===== src/rtl/dac_regbank_pkg.sv =====
package dac_regbank_pkg;
    localparam int ADDR_W = 4;
    localparam int DATA_W = 10;
    localparam int WORD_W = ADDR_W + DATA_W;

    typedef struct packed {
        logic [ADDR_W-1:0] addr;
        logic [DATA_W-1:0] data;
    } dac_word_t;
endpackage


===== src/rtl/dac_sync_edge.sv =====
module dac_sync_edge #(
    parameter int STAGES = 2
) (
    input  logic clk,
    input  logic rst,
    input  logic async_in,
    output logic level,
    output logic rise
);
    typedef struct packed {
        logic [STAGES-1:0] chain;
        logic              prev;
    } sync_t;

    sync_t st_d, st_q;

    always_comb begin
        st_d       = st_q;
        st_d.chain = {st_q.chain[STAGES-2:0], async_in};
        st_d.prev  = st_q.chain[STAGES-1];
    end

    always_ff @(posedge clk or posedge rst) begin
        if (rst) st_q <= '0;
        else     st_q <= st_d;
    end

    assign level = st_q.chain[STAGES-1];
    assign rise  = st_q.chain[STAGES-1] & ~st_q.prev;
endmodule


===== src/rtl/dac_shifter.sv =====
module dac_shifter
    import dac_regbank_pkg::*;
(
    input  logic      clk,
    input  logic      rst,
    input  logic      shift_en,
    input  logic      bit_in,
    output dac_word_t word
);
    typedef struct packed {
        logic [WORD_W-1:0] bits;
    } shift_t;

    shift_t st_d, st_q;

    always_comb begin
        st_d = st_q;
        if (shift_en) begin
            st_d.bits = {st_q.bits[WORD_W-2:0], bit_in};
        end
    end

    always_ff @(posedge clk or posedge rst) begin
        if (rst) st_q <= '0;
        else     st_q <= st_d;
    end

    assign word = dac_word_t'(st_q.bits);
endmodule


===== src/rtl/dac_chan_bank.sv =====
module dac_chan_bank
    import dac_regbank_pkg::*;
#(
    parameter int NUM_CH = 6
) (
    input  logic                     clk,
    input  logic                     rst,
    input  logic                     wr_en,
    input  dac_word_t                word,
    output logic [NUM_CH*DATA_W-1:0] ch_code
);
    typedef struct packed {
        logic [NUM_CH-1:0][DATA_W-1:0] codes;
    } bank_t;

    bank_t             st_d, st_q;
    logic [NUM_CH-1:0] hit;

    for (genvar k = 0; k < NUM_CH; k++) begin : g_dec
        assign hit[k] = wr_en && (word.addr == ADDR_W'(k + 1));
    end

    always_comb begin
        st_d = st_q;
        for (int k = 0; k < NUM_CH; k++) begin
            if (hit[k]) st_d.codes[k] = word.data;
        end
    end

    always_ff @(posedge clk or posedge rst) begin
        if (rst) st_q <= '0;
        else     st_q <= st_d;
    end

    assign ch_code = st_q.codes;
endmodule


===== src/rtl/dac_regbank.sv =====
module dac_regbank
    import dac_regbank_pkg::*;
#(
    parameter int NUM_CH      = 6,
    parameter int SYNC_STAGES = 2
) (
    input  logic                     clk,
    input  logic                     rst,
    input  logic                     sclk,
    input  logic                     sdata,
    input  logic                     load,
    output logic [NUM_CH*DATA_W-1:0] ch_code
);
    localparam int N_PINS = 3;
    localparam int P_SCLK = 0;
    localparam int P_SDAT = 1;
    localparam int P_LOAD = 2;

    logic [N_PINS-1:0] pin_raw, pin_lvl, pin_rise;
    logic              load_rise;
    dac_word_t         shift_q;

    assign pin_raw = {load, sdata, sclk};

    for (genvar p = 0; p < N_PINS; p++) begin : g_sync
        dac_sync_edge #(.STAGES(SYNC_STAGES)) u_sync (
            .clk      (clk),
            .rst      (rst),
            .async_in (pin_raw[p]),
            .level    (pin_lvl[p]),
            .rise     (pin_rise[p])
        );
    end

    assign load_rise = pin_rise[P_LOAD];

    dac_shifter u_shift (
        .clk      (clk),
        .rst      (rst),
        .shift_en (pin_rise[P_SCLK]),
        .bit_in   (pin_lvl[P_SDAT]),
        .word     (shift_q)
    );

    dac_chan_bank #(.NUM_CH(NUM_CH)) u_bank (
        .clk     (clk),
        .rst     (rst),
        .wr_en   (load_rise),
        .word    (shift_q),
        .ch_code (ch_code)
    );
endmodule


===== config.mk =====
export PLATFORM = sky130hd
export DESIGN_NAME = dac_regbank
export DESIGN_NICKNAME = d
export VERILOG_FILES = /design/src/rtl/dac_regbank_pkg.sv /design/src/rtl/dac_sync_edge.sv /design/src/rtl/dac_shifter.sv /design/src/rtl/dac_chan_bank.sv /design/src/rtl/dac_regbank.sv
export SDC_FILE = /design/constraint.sdc
export NUM_CORES = 1
export LEC_CHECK = 0
export BUFFER_PORTS_ARGS = -buffer_cell sky130_fd_sc_hd__clkbuf_2
export CORE_UTILIZATION = 40
export DETAILED_ROUTE_END_ITERATION = 7
export GPL_TIMING_DRIVEN = 0
export HOLD_SLACK_MARGIN = 0.02
export SYNTH_ARGS = -nofsm -noshare
export SYNTH_HDL_FRONTEND = slang
export SYNTH_SLANG_ARGS = --single-unit

===== constraint.sdc =====
create_clock -name clk -period 2.81 [get_ports clk]
set_input_delay 0.281 -clock clk [delete_from_list [all_inputs] [get_ports clk]]
set_output_delay 0.281 -clock clk [all_outputs]
set_load 0.02 [all_outputs]

# ---- Yosys cells after proc, flatten, opt, wreduce, memory -nomap -nowiden
# Index checks and enable logic that the tools add are counted.
dict set report op_classes {
  bitwise 4
  n_addsub 0
  n_mux 0
  n_reduce_logical 6
  n_mul 0
  n_shift 0
  eq_ne 6
  magnitude_cmp 0
  div 0
}
# cell count
set ops {}
lappend ops {{$eq A4 B3 Y1 const B} 3}
lappend ops {{$eq A4 B2 Y1 const B} 2}
lappend ops {{$logic_and A1 B1 Y1} 6}
lappend ops {{$eq A4 B1 Y1 const B} 1}
lappend ops {{$and A1 B1 Y1} 2}
lappend ops {{$not A1 Y1} 2}
dict set report totals {
  rom_bits 0
  memories 0
  ramBits 0
  latch_bits 0
  reg_bits 82
  in_bits 5
  out_inout_bits 60
}

# ---- Depth between registers and ports, before layout
dict set report depth {
  depth_word 3
  depth_mapped 4
}

# ---- Modules after synthesis
# From an unflattened synthesis, not the netlist that was laid out.
dict set report unflattened {
  cells_unflattened 180
  area_unflattened_um2 3133.0
}
# module n_inst cells_each seq_area_each_um2 area_each_um2
set by_module_without_submodules {}
lappend by_module_without_submodules {dac_chan_bank 1 135 1501.4 2332.2}
lappend by_module_without_submodules {dac_shifter 1 30 350.3 523.0}
lappend by_module_without_submodules {dac_sync_edge 3 5 75.1 92.6}

# ---- Worst setup path after synthesis
# Ideal clock, no wire load.
dict set report synth_path {
  path_type {flip-flop to flip-flop}
  startpoint {register u_shift.st_q (netlist bit u_shift.word[13])}
  endpoint {register u_bank.st_q (netlist bit u_bank.ch_code[20])}
  synth_period_minus_slack_ns 1.504
  arrival_time_ns 1.379
  required_ns 2.685
  setup_slack_ns 1.306
  stages_incl_launch_ff 5
  path_buffers 1
  path_cell_list {dfrtp_1 > nor4b_4 > and3_1 > buf_6 > mux2_2}
}
dict set report synth_via {
  elab_chain_cells 2
}
# item line
set synth_lines {}
lappend synth_lines {{start: declaration} dac_shifter.sv:14} ;# shift_t st_d, st_q;
lappend synth_lines {{start signal: assignment} dac_shifter.sv:25} ;# else st_q <= st_d;
lappend synth_lines {{$eq A4 B2 Y1} dac_chan_bank.sv:20} ;# assign hit[k] = wr_en && (word.addr == ADDR_W'(k + 1));
lappend synth_lines {{$logic_and A1 B1 Y1} dac_chan_bank.sv:20}
lappend synth_lines {{end signal: assignment} dac_chan_bank.sv:32} ;# else st_q <= st_d;
lappend synth_lines {{end: declaration} dac_chan_bank.sv:16} ;# bank_t st_d, st_q;
# No other way between the ends.
# A chain may end at the register's enable or synchronous reset.

# ---- Final worst setup path
dict set report layout_path {
  startpoint {register u_shift.st_q (netlist bit u_shift.word[12])}
  endpoint {register u_bank.st_q (netlist bit u_bank.ch_code[20])}
}
# Same word-level chain as after synthesis.

==> metrics.cfg <==
[final_layout]
stdcell_count = 351
num_antenna_cells = 0
final_common_cell = dfrtp_1
fillers = 661
syn2layout_area_growth_pct = 21.4
layout.nets = 253
post-route-util_pct = 50.3
layout_common_cells = dfrtp_1 (82), mux2_2 (74), clkbuf_2 (64), clkbuf_8 (9), nand2_2 (5)
drive_above_1_share_pct = 65.1

[status]
status = finished, final reports clean

[global_routing]
grt_antenna_before_repair = 0
grt_pass1_vias = 1582
grt_use_total_pct = 15.3
grt_pass1_wl_um = 8460
grt_start_max_net_pins = 48
grt_overflow = 0

[job]
maxCapViolations = 0

[timing]
finalHoldWorstSlack_ps = 42.7
tns_ps = 0
rsz0062_at_grt = no
max_slew_margin_pct = 69.3
hold_viol = 0
timing.final.crit_period_ps = 1640
setup_viol = 0
fin_crit_sh_pct = 58.2
worstMarginPinSlew_ps = 460
drv_slew = 0
clock_skew_ps = 7.16
clock.fmax_mhz = 612

[floorplanning]
die_h_um = 88.7
row_count = 31
start_util_pct = 41.4
die_w_um = 88.7
core-area_mm2 = 0.00725
die-area_mm2 = 0.00786
ios = 65

[routing]
wl_um = 5520
wire_per_inst_um = 15.7
vias = 1671
drtIter0Drc = 74
viasPerCell = 4.76
dr.pass1.iters = 4
drc_errors = 0
ant_nets = 0

[clock_tree]
cts_buffer_depth = 2
clock-sinks = 82
numCtsBuffers = 9
ctsResizeCount = 0
cts.root.buffer_cell = clkbuf_8
clk_latency_ps = 340
postCtsSetupBuffers = 0
clk_pin_slew_ps = 80
cts_tree = yes
cts_htree_levels = 3

[power_and_ir_drop]
power_per_cell_area_mw_per_mm2 = 986
p_int_mw = 2.33
ir_drop_uv = 433
p_sw_share_pct = 35.3
power_frac_clock_pct = 19.6
p_leak_nw = 1.92
pwr-share-seq_pct = 50.5
total_power_mw = 3.60
power_switching_mw = 1.27
combPwrFrac_pct = 29.9

[synthesis]
yosysSeqAreaShare_pct = 68.3
avgSynthCellArea_um2 = 17.6
yosys.area.top_type_share_pct = 68.3
synth_top_area_cell = dfrtp_1
syn_area_mm2 = 0.00301
ys_types = 12
ys_top_cells_by_area = dfrtp_1 (68%), mux2_2 (28%), nand2_2 (1.0%)
netlist_instances = 171
ys_ff_latch = 82
synth_nets = 176
yosys_warnings = 0

[min_path]
hold_path_class = primary input to flip-flop
hold_path_depth = 1

[place]
dp.cells = 335
place_hpwl_um = 3620
finalWeightedCongestion = 0.654
io_buffers = 64

[critical_path]
critPathTopFamily = simple AND/OR/NAND/NOR gates
path_depth = 4
startpoint_type = flip-flop
cp.arrival_ps = 1860
critPathRequiredTime_ps = 3040
reg2regPathDepth = 4
crit_path_top_delay_cell = dfrtp_1
path_cells = nor4b_4, and3_1, buf_6, mux2_2
worst-setup-path-type = flip-flop to flip-flop
path_max_fanout = 10
cp_num_buf_inv = 1
endpoint_kind = flip-flop
slowest_delay_ps = 430

[through the flow]
| stage | worst slack [ps] | cell area [um2] |
|---|---|---|
| after global routing | 1130 | 3650 |
| after global placement | -544 | 3450 |
| after CTS | 1160 | 3650 |
| after floorplan | 421 | 3010 |
| final | 1170 | 3650 |
| after detailed placement | 1180 | 3480 |
[sequential cells by signal, indices dropped and copies added, names as in the netlist]
name and flops:
g_sync.u_sync.st_q 2, u_bank.ch_code 60, g_sync.u_sync.st_d 3, u_shift.word 14, g_sync.u_sync.level 3
[path summary, 6_finish.rpt]
kind | start | slack [ps] | to
setup / recovery | u_shift.word[12] | 1170 | u_bank.ch_code[20]
max in group asynchronous | rst | 1740 | g_sync[0].u_sync.st_q[0]
hold reg to reg | g_sync[2].u_sync.st_d[2] | 350 | g_sync[2].u_sync.level
setup reg to reg | u_shift.word[12] | 1170 | u_bank.ch_code[20]
min in group asynchronous | rst | 500 | u_bank.ch_code[10]
hold / removal | sdata | 40 | g_sync[1].u_sync.st_d[2]
[cell type report]
| cell class | count | area [um2] | share of cell area (%) |
|---|---|---|---|
| Sequential cell | 82 | 2050 | 56.2 |
| Multi-Input combinational cell | 86 | 933 | 25.6 |
| Timing Repair Buffer | 66 | 358 | 9.81 |
| Clock buffer | 9 | 124 | 3.40 |
| Tap cell | 99 | 124 | 3.40 |
| Clock inverter | 6 | 35.0 | 0.960 |
| Buffer | 2 | 16.3 | 0.446 |
| Inverter | 1 | 6.26 | 0.171 |
[cell families after synthesis]
group / Yosys count / share of synthesized area [%]
flops: 82 / 68.3
simple gates: 12 / 3.33
mux: 74 / 27.7
buf+inv: 3 / 0.666
[metal layers]
metal	vias up	track usage (%)	wire (um)
li1	774	-	-
met1	839	20.4	2620
met2	51	22.5	2490
met3	7	5.60	333
met4	0	7.04	72
met5	-	0	0
[power by group through the flow]
stage	combinational (mW)	sequential, mW	clock, mW
2_1_floorplan	0.426	2.09	0
3_3_place_gp	1.06	1.83	0
3_5_place_dp	1.09	1.85	0
4_1_cts	1.09	1.82	0.739
5_1_grt	1.17	1.88	0.783
6_report	1.07	1.81	0.706
[repair_timing]
action,4_1_cts,5_1_grt
hold endpoints to repair,35,0
setup endpoints to repair,0,0
hold buffers,1,0
[cell usage after synthesis, drive strengths merged]
| cell type | count |
|---|---|
| and3 | 1 |
| nand2 | 5 |
| buf | 2 |
| nor2 | 1 |
| nor2b | 2 |
| and4bb | 1 |
| inv | 1 |
| mux2 | 74 |
| nand2b | 1 |
| dfrtp | 82 |
| nor4b | 1 |
[worst register-to-register path, stage by stage (launching register included)]
cell and delay (ps):
dfrtp_1 430, nor4b_4 350, and3_1 220, buf_6 180, mux2_2 350
No activity file was read; power rests on OpenSTA's default activity.
